`src/rtl/rowlatch_pkg.sv`:
```
package rowlatch_pkg;
  localparam int ADDR_W    = 9;
  localparam int DATA_W    = 8;
  localparam int FLAG_BIT  = 2;
  localparam int BOUND_LSB = 3;

  typedef logic [ADDR_W-1:0] mem_addr_t;
  typedef logic [DATA_W-1:0] mem_byte_t;

  typedef struct packed {
    logic      vld;
    mem_addr_t addr;
    mem_byte_t data;
  } slot_t;

  localparam mem_addr_t TOP_ADDR = '1;
  localparam mem_byte_t BOUND_MASK = mem_byte_t'({DATA_W{1'b1}} << BOUND_LSB);
endpackage

```
`src/rtl/rowlatch_collect.sv`:
```
module rowlatch_collect
  import rowlatch_pkg::*;
#(
  parameter int ROW_BYTES = 8,
  parameter int MB_MAX    = 4,
  parameter int SPAN_LSB  = 2
) (
  input  logic                         clk,
  input  logic                         rst_n,
  input  logic                         load,
  input  mem_addr_t                    load_addr,
  input  logic                         load_mb,
  input  logic                         take,
  input  mem_byte_t                    take_data,
  input  logic [$clog2(ROW_BYTES)-1:0] rd_idx,
  output slot_t                        rd_slot,
  output logic                         has_data,
  output logic                         mb_full,
  output logic                         spans_rows
);
  localparam int COL_W = $clog2(ROW_BYTES);
  localparam int CNT_W = $clog2(ROW_BYTES + 1);
  localparam int LO_W  = ADDR_W - 1;

  slot_t             slots [ROW_BYTES];
  mem_addr_t         base_q;
  logic [COL_W-1:0]  col_q;
  logic [CNT_W-1:0]  cnt_q;
  logic              mb_q;

  mem_addr_t         cur_addr;
  logic [COL_W-1:0]  wr_idx;
  logic [LO_W-1:0]   last_lo;

  always_comb begin
    if (mb_q) begin
      cur_addr = {base_q[ADDR_W-1], base_q[LO_W-1:0] + LO_W'(cnt_q)};
      wr_idx   = cnt_q[COL_W-1:0];
    end else begin
      cur_addr = {base_q[ADDR_W-1:COL_W], col_q};
      wr_idx   = col_q;
    end
    last_lo = base_q[LO_W-1:0] + LO_W'(cnt_q) - LO_W'(1);
  end

  always_ff @(posedge clk or negedge rst_n) begin
    if (!rst_n) begin
      base_q <= '0;
      col_q  <= '0;
      cnt_q  <= '0;
      mb_q   <= 1'b0;
    end else if (load) begin
      base_q <= load_addr;
      col_q  <= load_addr[COL_W-1:0];
      cnt_q  <= '0;
      mb_q   <= load_mb;
    end else if (take) begin
      col_q <= col_q + COL_W'(1);
      if (cnt_q != CNT_W'(ROW_BYTES)) cnt_q <= cnt_q + CNT_W'(1);
    end
  end

  always_ff @(posedge clk or negedge rst_n) begin
    if (!rst_n) begin
      for (int i = 0; i < ROW_BYTES; i++) slots[i] <= '0;
    end else if (load) begin
      for (int i = 0; i < ROW_BYTES; i++) slots[i].vld <= 1'b0;
    end else if (take) begin
      for (int i = 0; i < ROW_BYTES; i++)
        if (wr_idx == COL_W'(i)) slots[i] <= '{vld: 1'b1, addr: cur_addr, data: take_data};
    end
  end

  assign rd_slot    = slots[rd_idx];
  assign has_data   = (cnt_q != '0);
  assign mb_full    = mb_q && (cnt_q >= CNT_W'(MB_MAX));
  assign spans_rows = mb_q && has_data &&
                      ((base_q[LO_W-1:0] >> SPAN_LSB) != (last_lo >> SPAN_LSB));
endmodule

```
`src/rtl/rowlatch_guard.sv`:
```
module rowlatch_guard
  import rowlatch_pkg::*;
(
  input  logic      clk,
  input  logic      rst_n,
  input  logic      arm,
  input  logic      lock_pin,
  input  logic      wr_en,
  input  mem_addr_t wr_addr,
  input  mem_byte_t wr_data,
  input  mem_addr_t chk_addr,
  output logic      locked
);
  mem_byte_t top_q;
  logic      en_q;
  mem_addr_t bnd_q;

  always_ff @(posedge clk or negedge rst_n) begin
    if (!rst_n) begin
      top_q <= '1;
    end else if (wr_en && wr_addr == TOP_ADDR) begin
      top_q <= wr_data;
    end
  end

  always_ff @(posedge clk or negedge rst_n) begin
    if (!rst_n) begin
      en_q  <= 1'b0;
      bnd_q <= TOP_ADDR;
    end else if (arm) begin
      en_q  <= lock_pin && !top_q[FLAG_BIT];
      bnd_q <= {1'b1, top_q & BOUND_MASK};
    end
  end

  assign locked = en_q && (chk_addr >= bnd_q);
endmodule

```
`src/rtl/rowlatch_seq.sv`:
```
module rowlatch_seq #(
  parameter int CYC_PER_MS = 50000,
  parameter int BASE_MS    = 10,
  parameter int ROW_BYTES  = 8
) (
  input  logic                           clk,
  input  logic                           rst_n,
  input  logic                           launch,
  input  logic                           long_cyc,
  output logic                           busy,
  output logic [$clog2(ROW_BYTES)-1:0]   slot_idx,
  output logic                           slot_active
);
  localparam int SHORT_CYC = BASE_MS * CYC_PER_MS;
  localparam int LONG_CYC  = 2 * SHORT_CYC;
  localparam int TMR_W     = $clog2(LONG_CYC + 1);
  localparam int IDX_W     = $clog2(ROW_BYTES + 1);
  localparam int COL_W     = $clog2(ROW_BYTES);

  logic [TMR_W-1:0] tmr_q;
  logic [IDX_W-1:0] idx_q;

  always_ff @(posedge clk or negedge rst_n) begin
    if (!rst_n) begin
      busy  <= 1'b0;
      tmr_q <= '0;
      idx_q <= '0;
    end else if (!busy) begin
      if (launch) begin
        busy  <= 1'b1;
        tmr_q <= long_cyc ? TMR_W'(LONG_CYC - 1) : TMR_W'(SHORT_CYC - 1);
        idx_q <= '0;
      end
    end else begin
      if (tmr_q == '0) busy <= 1'b0;
      else             tmr_q <= tmr_q - TMR_W'(1);
      if (idx_q != IDX_W'(ROW_BYTES)) idx_q <= idx_q + IDX_W'(1);
    end
  end

  assign slot_idx    = idx_q[COL_W-1:0];
  assign slot_active = busy && (idx_q < IDX_W'(ROW_BYTES));
endmodule

```
`src/rtl/rowlatch_prog.sv`:
```
module rowlatch_prog
  import rowlatch_pkg::*;
#(
  parameter int CYC_PER_MS = 50000,
  parameter int BASE_MS    = 10,
  parameter int ROW_BYTES  = 8,
  parameter int MB_MAX     = 4,
  parameter int SPAN_LSB   = 2
) (
  input  logic       clk,
  input  logic       rst_n,
  input  logic       cmd_load,
  input  logic [8:0] cmd_addr,
  input  logic       burst_mode,
  input  logic       byte_valid,
  output logic       byte_ready,
  input  logic [7:0] byte_data,
  input  logic       cmd_stop,
  input  logic       wr_block,
  input  logic       lock_pin,
  output logic       mem_we,
  output logic [8:0] mem_addr,
  output logic [7:0] mem_wdata,
  output logic       busy
);
  localparam int COL_W = $clog2(ROW_BYTES);

  logic             open_q;
  logic             accept_load;
  logic             take;
  logic             launch;
  logic             has_data;
  logic             mb_full;
  logic             spans_rows;
  logic             locked;
  logic             slot_active;
  logic [COL_W-1:0] slot_idx;
  slot_t            cur_slot;

  assign accept_load = cmd_load && !busy && !cmd_stop;
  assign byte_ready  = open_q && !busy && !mb_full;
  assign take        = byte_valid && byte_ready && !cmd_stop && !cmd_load;
  assign launch      = cmd_stop && open_q && has_data && !wr_block;

  always_ff @(posedge clk or negedge rst_n) begin
    if (!rst_n)           open_q <= 1'b0;
    else if (cmd_stop)    open_q <= 1'b0;
    else if (accept_load) open_q <= 1'b1;
  end

  rowlatch_collect #(
    .ROW_BYTES(ROW_BYTES), .MB_MAX(MB_MAX), .SPAN_LSB(SPAN_LSB)
  ) u_collect (
    .clk(clk), .rst_n(rst_n),
    .load(accept_load), .load_addr(cmd_addr), .load_mb(burst_mode),
    .take(take), .take_data(byte_data),
    .rd_idx(slot_idx), .rd_slot(cur_slot),
    .has_data(has_data), .mb_full(mb_full), .spans_rows(spans_rows)
  );

  rowlatch_seq #(
    .CYC_PER_MS(CYC_PER_MS), .BASE_MS(BASE_MS), .ROW_BYTES(ROW_BYTES)
  ) u_seq (
    .clk(clk), .rst_n(rst_n),
    .launch(launch), .long_cyc(spans_rows),
    .busy(busy), .slot_idx(slot_idx), .slot_active(slot_active)
  );

  rowlatch_guard u_guard (
    .clk(clk), .rst_n(rst_n),
    .arm(launch), .lock_pin(lock_pin),
    .wr_en(mem_we), .wr_addr(mem_addr), .wr_data(mem_wdata),
    .chk_addr(cur_slot.addr), .locked(locked)
  );

  assign mem_we    = slot_active && cur_slot.vld && !locked;
  assign mem_addr  = cur_slot.addr;
  assign mem_wdata = cur_slot.data;
endmodule

```
`config.mk`:
```
export PLATFORM = sky130hd
export DESIGN_NAME = rowlatch_prog
export DESIGN_NICKNAME = d
export VERILOG_FILES = /design/src/rtl/rowlatch_pkg.sv /design/src/rtl/rowlatch_collect.sv /design/src/rtl/rowlatch_guard.sv /design/src/rtl/rowlatch_seq.sv /design/src/rtl/rowlatch_prog.sv
export SDC_FILE = /design/constraint.sdc
export NUM_CORES = 1
export LEC_CHECK = 0
export CELL_PAD_IN_SITES_DETAIL_PLACEMENT = 0
export CELL_PAD_IN_SITES_GLOBAL_PLACEMENT = 1
export CORE_ASPECT_RATIO = 0.8
export CORE_MARGIN = 8
export CORE_UTILIZATION = 50
export CTS_CLUSTER_DIAMETER = 200
export CTS_CLUSTER_SIZE = 10
export DETAILED_ROUTE_END_ITERATION = 8
export HOLD_SLACK_MARGIN = 0.12
export PLACE_DENSITY = 0.91
export SLEW_MARGIN = 20
export SYNTH_ARGS = -nofsm -noshare
export SYNTH_HDL_FRONTEND = slang
export SYNTH_HIERARCHICAL = 1
export SYNTH_SLANG_ARGS = --single-unit
```
`constraint.sdc`:
```
create_clock -name clk -period 4.88 [get_ports clk]
set_input_delay 1.464 -clock clk [delete_from_list [all_inputs] [get_ports clk]]
set_output_delay 1.464 -clock clk [all_outputs]
set_load 0.05 [all_outputs]
```
* Word level (Yosys, flattened, before mapping)
Cells that the tools add are included.
** Storage, ports and cells
- Logic and storage cells :: 159
- Input port bits :: 25
- Register bits after elaboration :: 204
** Operators by class
- Reductions and logical operators :: 60
- Mux-type cells :: 39
- Equal/unequal tests :: 13
- Bitwise operators :: 2
- $add $sub $neg :: 6
- $lt $le $gt $ge :: 4
** Operator list (count)
- 18-bit 2-to-1 mux :: 10
- 144-bit 2-to-1 mux :: 1
- 20-bit 2-to-1 mux :: 4
- 18-bit binary-select mux with 3-bit select :: 1
- 4-bit 2-to-1 mux :: 6
- 3-bit AND reduction :: 8
- 2-bit nonzero test :: 12
- 2-bit AND reduction :: 11
- 20-bit zero test :: 1
- 20-bit by 1-bit subtractor with 20-bit output, second input constant :: 1
- 1-bit logical AND :: 19
- 1-bit 2-to-1 mux :: 13
- 3-bit equality test, second input constant :: 4
- 9-bit equality test, second input constant :: 1
- 9-bit greater-or-equal comparator :: 1
- 3-bit 2-to-1 mux :: 3
- 4-bit by 1-bit adder with 4-bit output, second input constant :: 2
- 8-bit by 4-bit adder with 8-bit output :: 1
- 8-bit 2-to-1 mux :: 1
- 4-bit != test, second input constant :: 2
- 8-bit by 1-bit subtractor with 8-bit output, second input constant :: 1
- 1-bit zero test :: 7
- 3-bit by 2-bit equality test with 1-bit output, second input constant :: 2
- 6-bit != test :: 1
- 10 further kinds :: 11

* Longest topological paths before layout
Gate-level depths: netlist of the first run.
- Depth in word-level cells :: 9
- Mapped depth :: 15

* Hierarchy
Netlist of the first run, hierarchy kept.
** Modules (own cells, without submodules)
- rowlatch_collect :: area each 7541.0 µm², sequential area each 4028.9 µm², times used 1, cells each 579
- rowlatch_seq :: area each 1472.7 µm², sequential area each 625.6 µm², times used 1, cells each 156
- rowlatch_guard :: area each 704.4 µm², sequential area each 340.3 µm², times used 1, cells each 64
- rowlatch_prog :: area each 93.8 µm², sequential area each 25.0 µm², times used 1, cells each 12

* Worst setup path after synthesis of the first run
Ideal clock, no wire load.
- Kind :: flip-flop to output port
- From :: reg u_seq.idx_q[0]
- To :: out mem_we
- Cell stages (with the launch flop) :: 13
- Path slack :: -0.252 ns
- Data required time :: 3.416 ns
- Buffers on the path :: 3
- Arrival :: 3.668 ns
- Cells stage by stage :: dfrtp_1 buf_4 buf_2 buf_2 mux4_2 mux2_2 inv_1 ha_1 nand2b_1 a211oi_1 nor3_1 o311a_1 nor2_1
** On the way
- Cells in the longest elaborated chain, start to end :: 8
** Ends and longest elaborated chain
- start: declaration :: RTL line rowlatch_seq.sv:21 : logic [IDX_W-1:0] idx_q;
- start signal: assignment :: RTL line rowlatch_seq.sv:37 : if (idx_q != IDX_W'(ROW_BYTES)) idx_q <= idx_q + IDX_W'(1);
- 3-bit NOT with 4-bit output (implied by the code) :: RTL line rowlatch_collect.sv:74 : assign rd_slot = slots[rd_idx];
- 18-bit binary-select mux with 3-bit select :: RTL line rowlatch_collect.sv:74
- 18-bit 2-to-1 mux (implied by the code) (2 in a row) :: RTL line rowlatch_collect.sv:74
- named net mem_addr[0] :: RTL line rowlatch_prog.sv:22 : output logic [8:0] mem_addr,
- 9-bit greater-or-equal comparator :: RTL line rowlatch_guard.sv:36 : assign locked = en_q && (chk_addr >= bnd_q);
- 1-bit logical AND :: RTL line rowlatch_guard.sv:36
- named net locked :: RTL line rowlatch_prog.sv:35 : logic locked;
- 1-bit zero test :: RTL line rowlatch_prog.sv:76 : assign mem_we = slot_active && cur_slot.vld && !locked;
- 1-bit logical AND :: RTL line rowlatch_prog.sv:76
- end: declaration :: RTL line rowlatch_prog.sv:21 : output logic mem_we,
The timed path passes the listed nets, and every way through them passes these cells. The select of a mux whose other input is x is not followed.

* Worst setup path in the final report of the first run
- From :: reg u_seq.idx_q[0]
- To :: out mem_we
** On the way
- Cells in the longest elaborated chain, start to end :: 8
** Ends and longest elaborated chain (RTL line)
- 3-bit NOT with 4-bit output (implied by the code) :: rowlatch_collect.sv:74
- 18-bit binary-select mux with 3-bit select :: rowlatch_collect.sv:74
- 18-bit 2-to-1 mux (implied by the code) (2 in a row) :: rowlatch_collect.sv:74
- 9-bit greater-or-equal comparator :: rowlatch_guard.sv:36
- 1-bit logical AND :: rowlatch_guard.sv:36
- named net locked :: rowlatch_prog.sv:35
- 1-bit zero test :: rowlatch_prog.sv:76
- 1-bit logical AND :: rowlatch_prog.sv:76
The timed path passes the listed nets, and every way through them passes these cells. The select of a mux whose other input is x is not followed.

==> metrics.md, run 1 <==
| Metric | Value |
|---|---|
| Status | `completed` |
| Via count | `roughly 6,500` |
| Post-synth top area cell | `dfrtp_1` |
| Post-synth EDFFs | `0` |
| Worst path required time | `between 3000 and 4000 ps` |
| Area contributors post-synth | `dfrtp_1, mux2_2, mux4_2` |
| Post-Syn Area per Cell | `~12 µm²` |
| Post-synth cell types | `74` |
| CP max FO | `9` |
| Buf/Inv on CP | `2` |
| Number of global-route vias before repair | `6,649` |
| Initial core utilization | `0.5029` |
| Synth top area share | `0.4795` |
| Worst EP arrival | `approximately 3200 ps` |
| Final min period | `roughly 4700 ps` |
| Leak | `between 5 and 6 nW` |
| CP max stage delay | `approximately 560 ps` |
| Min-Delay Startpoint | `u_collect/slots[35]` |
| Hold worst-path end | `u_collect/slots[35]` |
| First-pass detailed-route iteration total | `5` |
| DR WL/cell | `between 15 and 20 µm` |
| GPL Wtd Cong | `~0.76` |
| Post-layout util | `0.5669` |
| Final wirelength | `between 20 and 25 mm` |
| RR Startpoint | `u_seq/idx_q[0]` |
| GRT Total Usage | `0.1818` |
| Antenna viol nets, final | `0` |
| Pwr dens | `~520 nW/µm²` |
| Worst vdd ir | `0.2872 mV` |
| Post-synth ARST share | `1.000` |
| Layout cell share with drive strength beyond 1 | `0.2720` |
| Post-cts resize count | `0` |
| Max-slew violations | `0` |
| Core area | `around 20,000 µm²` |
| Post-Place Setup Slack | `~520 ps` |
| Setup TNS Final | `0 ps` |
| Synth Warn # | `6` |
| Clk buf depth | `2` |
| Synth Cell Area | `roughly 9800 µm²` |
| Crit path max-delay family | `multiplexers` |
| Die X | `~170 µm` |
| Worst setup margin | `roughly 170 ps` |
| Reg clk slew, reported paths | `about 70 ps` |
| Diodes inserted | `0` |
| Synth Register Bits | `200` |
| Synth Flop Type | `dfrtp_1` |
| Skew final | `~8 ps` |
| Setup CP Type | `register to primary output` |
| Hold Fails Final Rpt | `0` |
| Syn_nets | `between 800 and 900` |
| Initial antenna violation count | `0` |
| Clock root buffer | `clkbuf_16` |
| Worst min path class | `register to register` |
| Die area | `roughly 24,000 µm²` |
| Max frequency | `around 210 MHz` |
| Buffers on Ports | `44` |
| RR Endpoint | `u_guard/top_q[6]` |
| Max Cap Viol | `0` |
| R2r worst-path depth | `12` |
| Die height | `~140 µm` |
| CTS Hold Buffers Added | `0` |
| Final nets | `896` |
| Post-CTS Setup Repair Bufs | `0` |
| Register area share after synthesis | `0.5116` |
| Finished Layout Cells | `1,128` |
| CTS H-tree lvls | `4` |
| Top cells by count, synth | `dfrtp_1, mux2_2, nand2_1` |
| CP endpoint kind | `primary output` |
| # fillers | `about 1,600` |
| Number of DRC markers in iteration 0 | `557` |
| Clock net sink count | `200` |
| Global-route wire length before repair | `35.79 mm` |
| Hold path depth | `1` |
| DRC violations left | `0` |
| Via density | `between 5 and 6` |
| Rows | `46` |
| # setup viols final | `0` |
| Slew of the pin with the lowest slew margin | `871.6 ps` |
| CP cell instances | `mux4_2, mux2_2, inv_1, ha_1, nand2b_1, a211oi_1, nor3_1, o311a_1, nor2_4, buf_12` |
| Num CTS Buffers | `17` |
| Cells after synthesis | `811` |
| Slowest CP cell | `mux4_2` |
| RSZ-0062 raised after global routing | `false` |
| P&R area growth vs syn | `12.73%` |
| Reg2reg setup slack | `~1300 ps` |
| CTS tree | `done` |
| Grt total ovfl | `0` |
| Post-DP HPWL | `approximately 14 mm` |
| Count leader, synth | `dfrtp_1` |
| Type of origin of the critical path | `register` |
| Ports | `45` |
| Clk_lat worst skew | `between 400 and 500 ps` |
| Slew HR | `0.4148` |
| Pin count of the biggest net entering global routing | `108` |
| Fin crit share | `0.9645` |
| Inst Count DP | `between 1,000 and 1,500` |
placed cells by master, fill, tap and decap left out, types with 7 or more instances in the layout:
master	instances
a21oi_1	45
buf_4	18
clkbuf_16	17
clkdlybuf4s50_1	42
dfrtp_1	187
dfstp_2	12
ha_1	19
inv_1	32
mux2_2	99
mux4_2	36
nand2_1	69
nand3_1	13
nor2_1	60
nor3_1	10
o21ai_0	58
xnor2_1	7
worst register-to-register path, stage by stage (launching register included):
cell and delay (ps):
dfrtp_2 540, mux4_2 560, mux2_2 330, inv_1 70, ha_1 220, nand2b_1 140, a211oi_1 230, nor3_1 90
o311a_1 330, nor2_4 140, nand2_1 100, nor3_4 350, mux2_2 380
worst max-delay path by stage:
| stage | startpoint | end | slack (ps) | depth (start not counted) |
|---|---|---|---|---|
| 6_report | u_seq/idx_q[0] | mem_we | 170 | 10 |
| 5_1_grt | u_seq/idx_q[0] | mem_we | 5 | 9 |
| 4_1_cts | u_seq/idx_q[0] | mem_we | 30 | 9 |
| 3_5_place_dp | u_seq/idx_q[0] | mem_we | 520 | 9 |
| 3_3_place_gp | u_seq/idx_q[0] | mem_we | 570 | 9 |
| 2_1_floorplan | u_seq/idx_q[0] | mem_we | 100 | 12 |
sequential cells by signal (all words and copies together) (netlist names):
name / count
open_q: 1
u_collect/base_q: 9
u_collect/cnt_q: 4
u_collect/col_q: 3
u_collect/mb_q: 1
u_collect/slots: 144
u_guard/bnd_q: 6
u_guard/en_q: 1
u_guard/top_q: 6
u_seq/busy: 1
u_seq/idx_q: 4
u_seq/tmr_q: 20
metal layers:
metal	vias to the layer above	GRT usage	part of all wire
met4	0	0.05299	0.011
li1	2989	-	-
met3	21	0.03506	0.051
met2	167	0.2833	0.46
met1	3336	0.2562	0.48
met5	-	0	0
power by group:
part / internal (mW) / switching (mW) / total, mW
clock: 0.681 / 0.652 / 1.33
sequential: 2.05 / 0.368 / 2.42
combinational: 0.880 / 1.12 / 2.00
total: 3.61 / 2.14 / 5.76
through the flow:
step           power (mW)  hold WS (ps)  cell area (µm²)
6_report            5.756         474.8            11060
5_1_grt             6.097         491.3            11060
2_1_floorplan       3.847         444.1             9819
3_5_place_dp        4.418         463.5            10500
4_1_cts             5.782         479.9            11060
3_3_place_gp        4.367         457.0            10500
layout make-up:
type,instances,area (µm²),share of cell area
clock buffer,18,439.2,0.03971
clock inverter,14,113.9,0.01029
inverter,33,123.9,0.01120
multi-input combinational,535,4412,0.3989
sequential,200,5021,0.4540
tap,264,330.3,0.02986
timing repair buffer,64,620.6,0.05611
cells by family (layout without fill, tap and decap cells):
| family | after synthesis | after routing | share of synthesized area |
|---|---|---|---|
| multiplexers | 144 | 144 | 0.2070 |
| AND/OR/NAND/NOR | 212 | 212 | 0.1117 |
| buffers and inverters | 76 | 129 | 0.04068 |
| XOR/XNOR | 15 | 15 | 0.01645 |
| flip-flops | 200 | 200 | 0.5116 |
| AO/OA/AOI/OAI | 144 | 144 | 0.08633 |
| adder cells (fa/ha/maj) | 20 | 20 | 0.02627 |
No activity file was read; power rests on OpenSTA's default activity.
==> run 2, diff against run 1 <==
- SETUP_SLACK_MARGIN: not set -> 0.4
==> metrics.md, run 2 (synthesis results as in run 1) <==
| Metric | Value |
|---|---|
| CTS H-tree lvls | `4` |
| Final min period | `between 4000 and 5000 ps` |
| Status | `completed` |
| DRC violations left | `0` |
| Initial core utilization | `0.5029` |
| GPL Wtd Cong | `around 0.8` |
| Pwr Total | `6.034 mW` |
| Setup CP Type | `register to primary output` |
| Type of origin of the critical path | `register` |
| Max reg flops | `roughly 140` |
| Slew of the pin with the lowest slew margin | `about 930 ps` |
| Reg clk slew, reported paths | `80 ps` |
| Via count | `6,580` |
| Max-slew violations | `0` |
| Global-route wire length before repair | `~36 mm` |
| Num CTS Buffers | `17` |
| Post-DP HPWL | `approximately 14 mm` |
| Hold Fails Final Rpt | `0` |
| Layout cell share with drive strength beyond 1 | `0.2952` |
| Worst min path class | `register to register` |
| Register cell area after layout | `between 5000 and 6000 µm²` |
| Leak | `approximately 5.1 nW` |
| Max frequency | `about 220 MHz` |
| CP max FO | `6` |
| RSZ-0062 raised after global routing | `true` |
| CP cell instances | `buf_8, mux4_2, mux2_4, ha_4, a21oi_2, nand2_1, o311a_1, nor2_4, buf_12` |
| Skew final | `12.07 ps` |
| Ports | `45` |
| Hold Worst Slack | `around 480 ps` |
| P&R area growth vs syn | `15.52%` |
| Clock net sink count | `200` |
| # setup viols final | `0` |
| Max Cap Viol | `0` |
| Worst EP arrival | `between 3000 and 4000 ps` |
| Clk_lat worst skew | `approximately 440 ps` |
| Core area | `19,510 µm²` |
| Die area | `roughly 24,000 µm²` |
| Die X | `about 170 µm` |
| DR WL/cell | `around 19 µm` |
| First-pass detailed-route iteration total | `5` |
| CTS Hold Buffers Added | `0` |
| CP max stage delay | `just over 500 ps` |
| Commonest non-fill, non-tap cell in the layout | `dfrtp_1` |
| Fin crit share | `0.9323` |
| Most frequent cells in the layout | `dfrtp_1, mux2_2, nand2_1` |
| Pin count of the biggest net entering global routing | `105` |
| Via density | `a little under 6` |
| Number of global-route vias before repair | `approximately 6,700` |
| Grt total ovfl | `0` |
| Final wirelength | `between 20 and 25 mm` |
| Slowest CP cell | `dfrtp_4` |
| Final nets | `906` |
| Initial antenna violation count | `0` |
| Slew HR | `0.3608` |
| CTS tree | `done` |
| Antenna viol nets, final | `0` |
| Number of DRC markers in iteration 0 | `about 570` |
| CP endpoint kind | `primary output` |
| Area of the multi-input gates | `approximately 4500 µm²` |
| GRT Total Usage | `0.1857` |
| Setup TNS Final | `0 ps` |
| Biggest register | `u_collect/slots` |
| Rows | `between 40 and 50` |
| Worst path required time | `3420 ps` |
| Largest registers | `u_collect/slots (144), u_seq/tmr_q (20), u_collect/base_q (9)` |
| Diodes inserted | `0` |
| Worst vdd ir | `around 0.35 mV` |
| Clock root buffer | `clkbuf_16` |
| Die height | `141.3 µm` |
| Pwr dens | `~530 nW/µm²` |
| Buffers on Ports | `44` |
| Clk buf depth | `2` |
| # fillers | `between 1,500 and 2,000` |
## run 2: changes by cell type in the layout (fill, tap and decap cells not counted), moves of 4 or more
cell      previous run  this run
buf_4               18        26
mux2_2              99        92
mux2_4               3        10
ha_1                19        13
ha_4                 0         6
clkinv_8             0         5
clkinv_2             4         0
## run 2: metal layers
metal / up-vias / share of wire / track usage
met4: 0 / 0.0073 / 0.03883
met5: - / 0 / 0
met3: 10 / 0.050 / 0.03904
li1: 3007 / - / -
met2: 175 / 0.46 / 0.2789
met1: 3388 / 0.48 / 0.2741
## run 2: area by class of cell
| type | instances | area share |
|---|---|---|
| Clock buffer | 17 | 0.03753 |
| Clock inverter | 15 | 0.01534 |
| Inverter | 33 | 0.01093 |
| Multi-Input combinational cell | 535 | 0.4010 |
| Sequential cell | 200 | 0.4433 |
| Tap cell | 264 | 0.02914 |
| Timing Repair Buffer | 74 | 0.06270 |
## run 2: timing repair
action | 4_1_cts | 5_1_grt
gates resized for setup | 19 | 6
pin swaps | 7 | 2
setup buffers | 6 | 2
endpoints found under the hold margin | 0 | 0
endpoints found under the setup margin | 8 | 4
## run 2: worst paths after layout
| path | endpoint | slack, ps | cells after the start | from |
|---|---|---|---|---|
| min in group asynchronous | u_collect/slots[132] | 1110 | 1 | rst_n |
| min | u_guard/bnd_q[5] | 480 | 2 | u_guard/top_q[5] |
| min reg2reg | u_guard/bnd_q[5] | 480 | 2 | u_guard/top_q[5] |
| max in group asynchronous | u_guard/top_q[4] | 2840 | 2 | rst_n |
| max reg2reg | u_guard/top_q[3] | 1400 | 11 | u_seq/idx_q[0] |
| max | mem_we | 330 | 9 | u_seq/idx_q[0] |
## run 2: where the power goes
group / switching (mW) / internal (mW) / total [mW]
combinational: 1.18 / 1.00 / 2.18
sequential: 0.384 / 2.05 / 2.44
clock: 0.720 / 0.694 / 1.41
total: 2.29 / 3.75 / 6.03
## run 2: worst max-delay path, delay by kind of cell, from the launching register on
family / cells / cell delay (ps)
AO/OA/AOI/OAI: 2 / 530
multiplexers: 2 / 810
buffers and inverters: 2 / 310
AND/OR/NAND/NOR: 2 / 210
flip-flops: 1 / 510
adder cells (fa/ha/maj): 1 / 270
## run 2: through the flow
| step | setup slack (ps) | cell area, µm² | std cells | utilization |
|---|---|---|---|---|
| after floorplan | 426.4 | 9859 | 811 | - |
| after global placement | 531.3 | 10530 | 1098 | 0.5395 |
| after detailed placement | 449.4 | 10530 | 1098 | 0.5395 |
| after CTS | 291.5 | 11270 | 1136 | 0.5779 |
| after global routing | 240.8 | 11330 | 1138 | 0.5809 |
| final | 330.4 | 11330 | 1138 | 0.5809 |
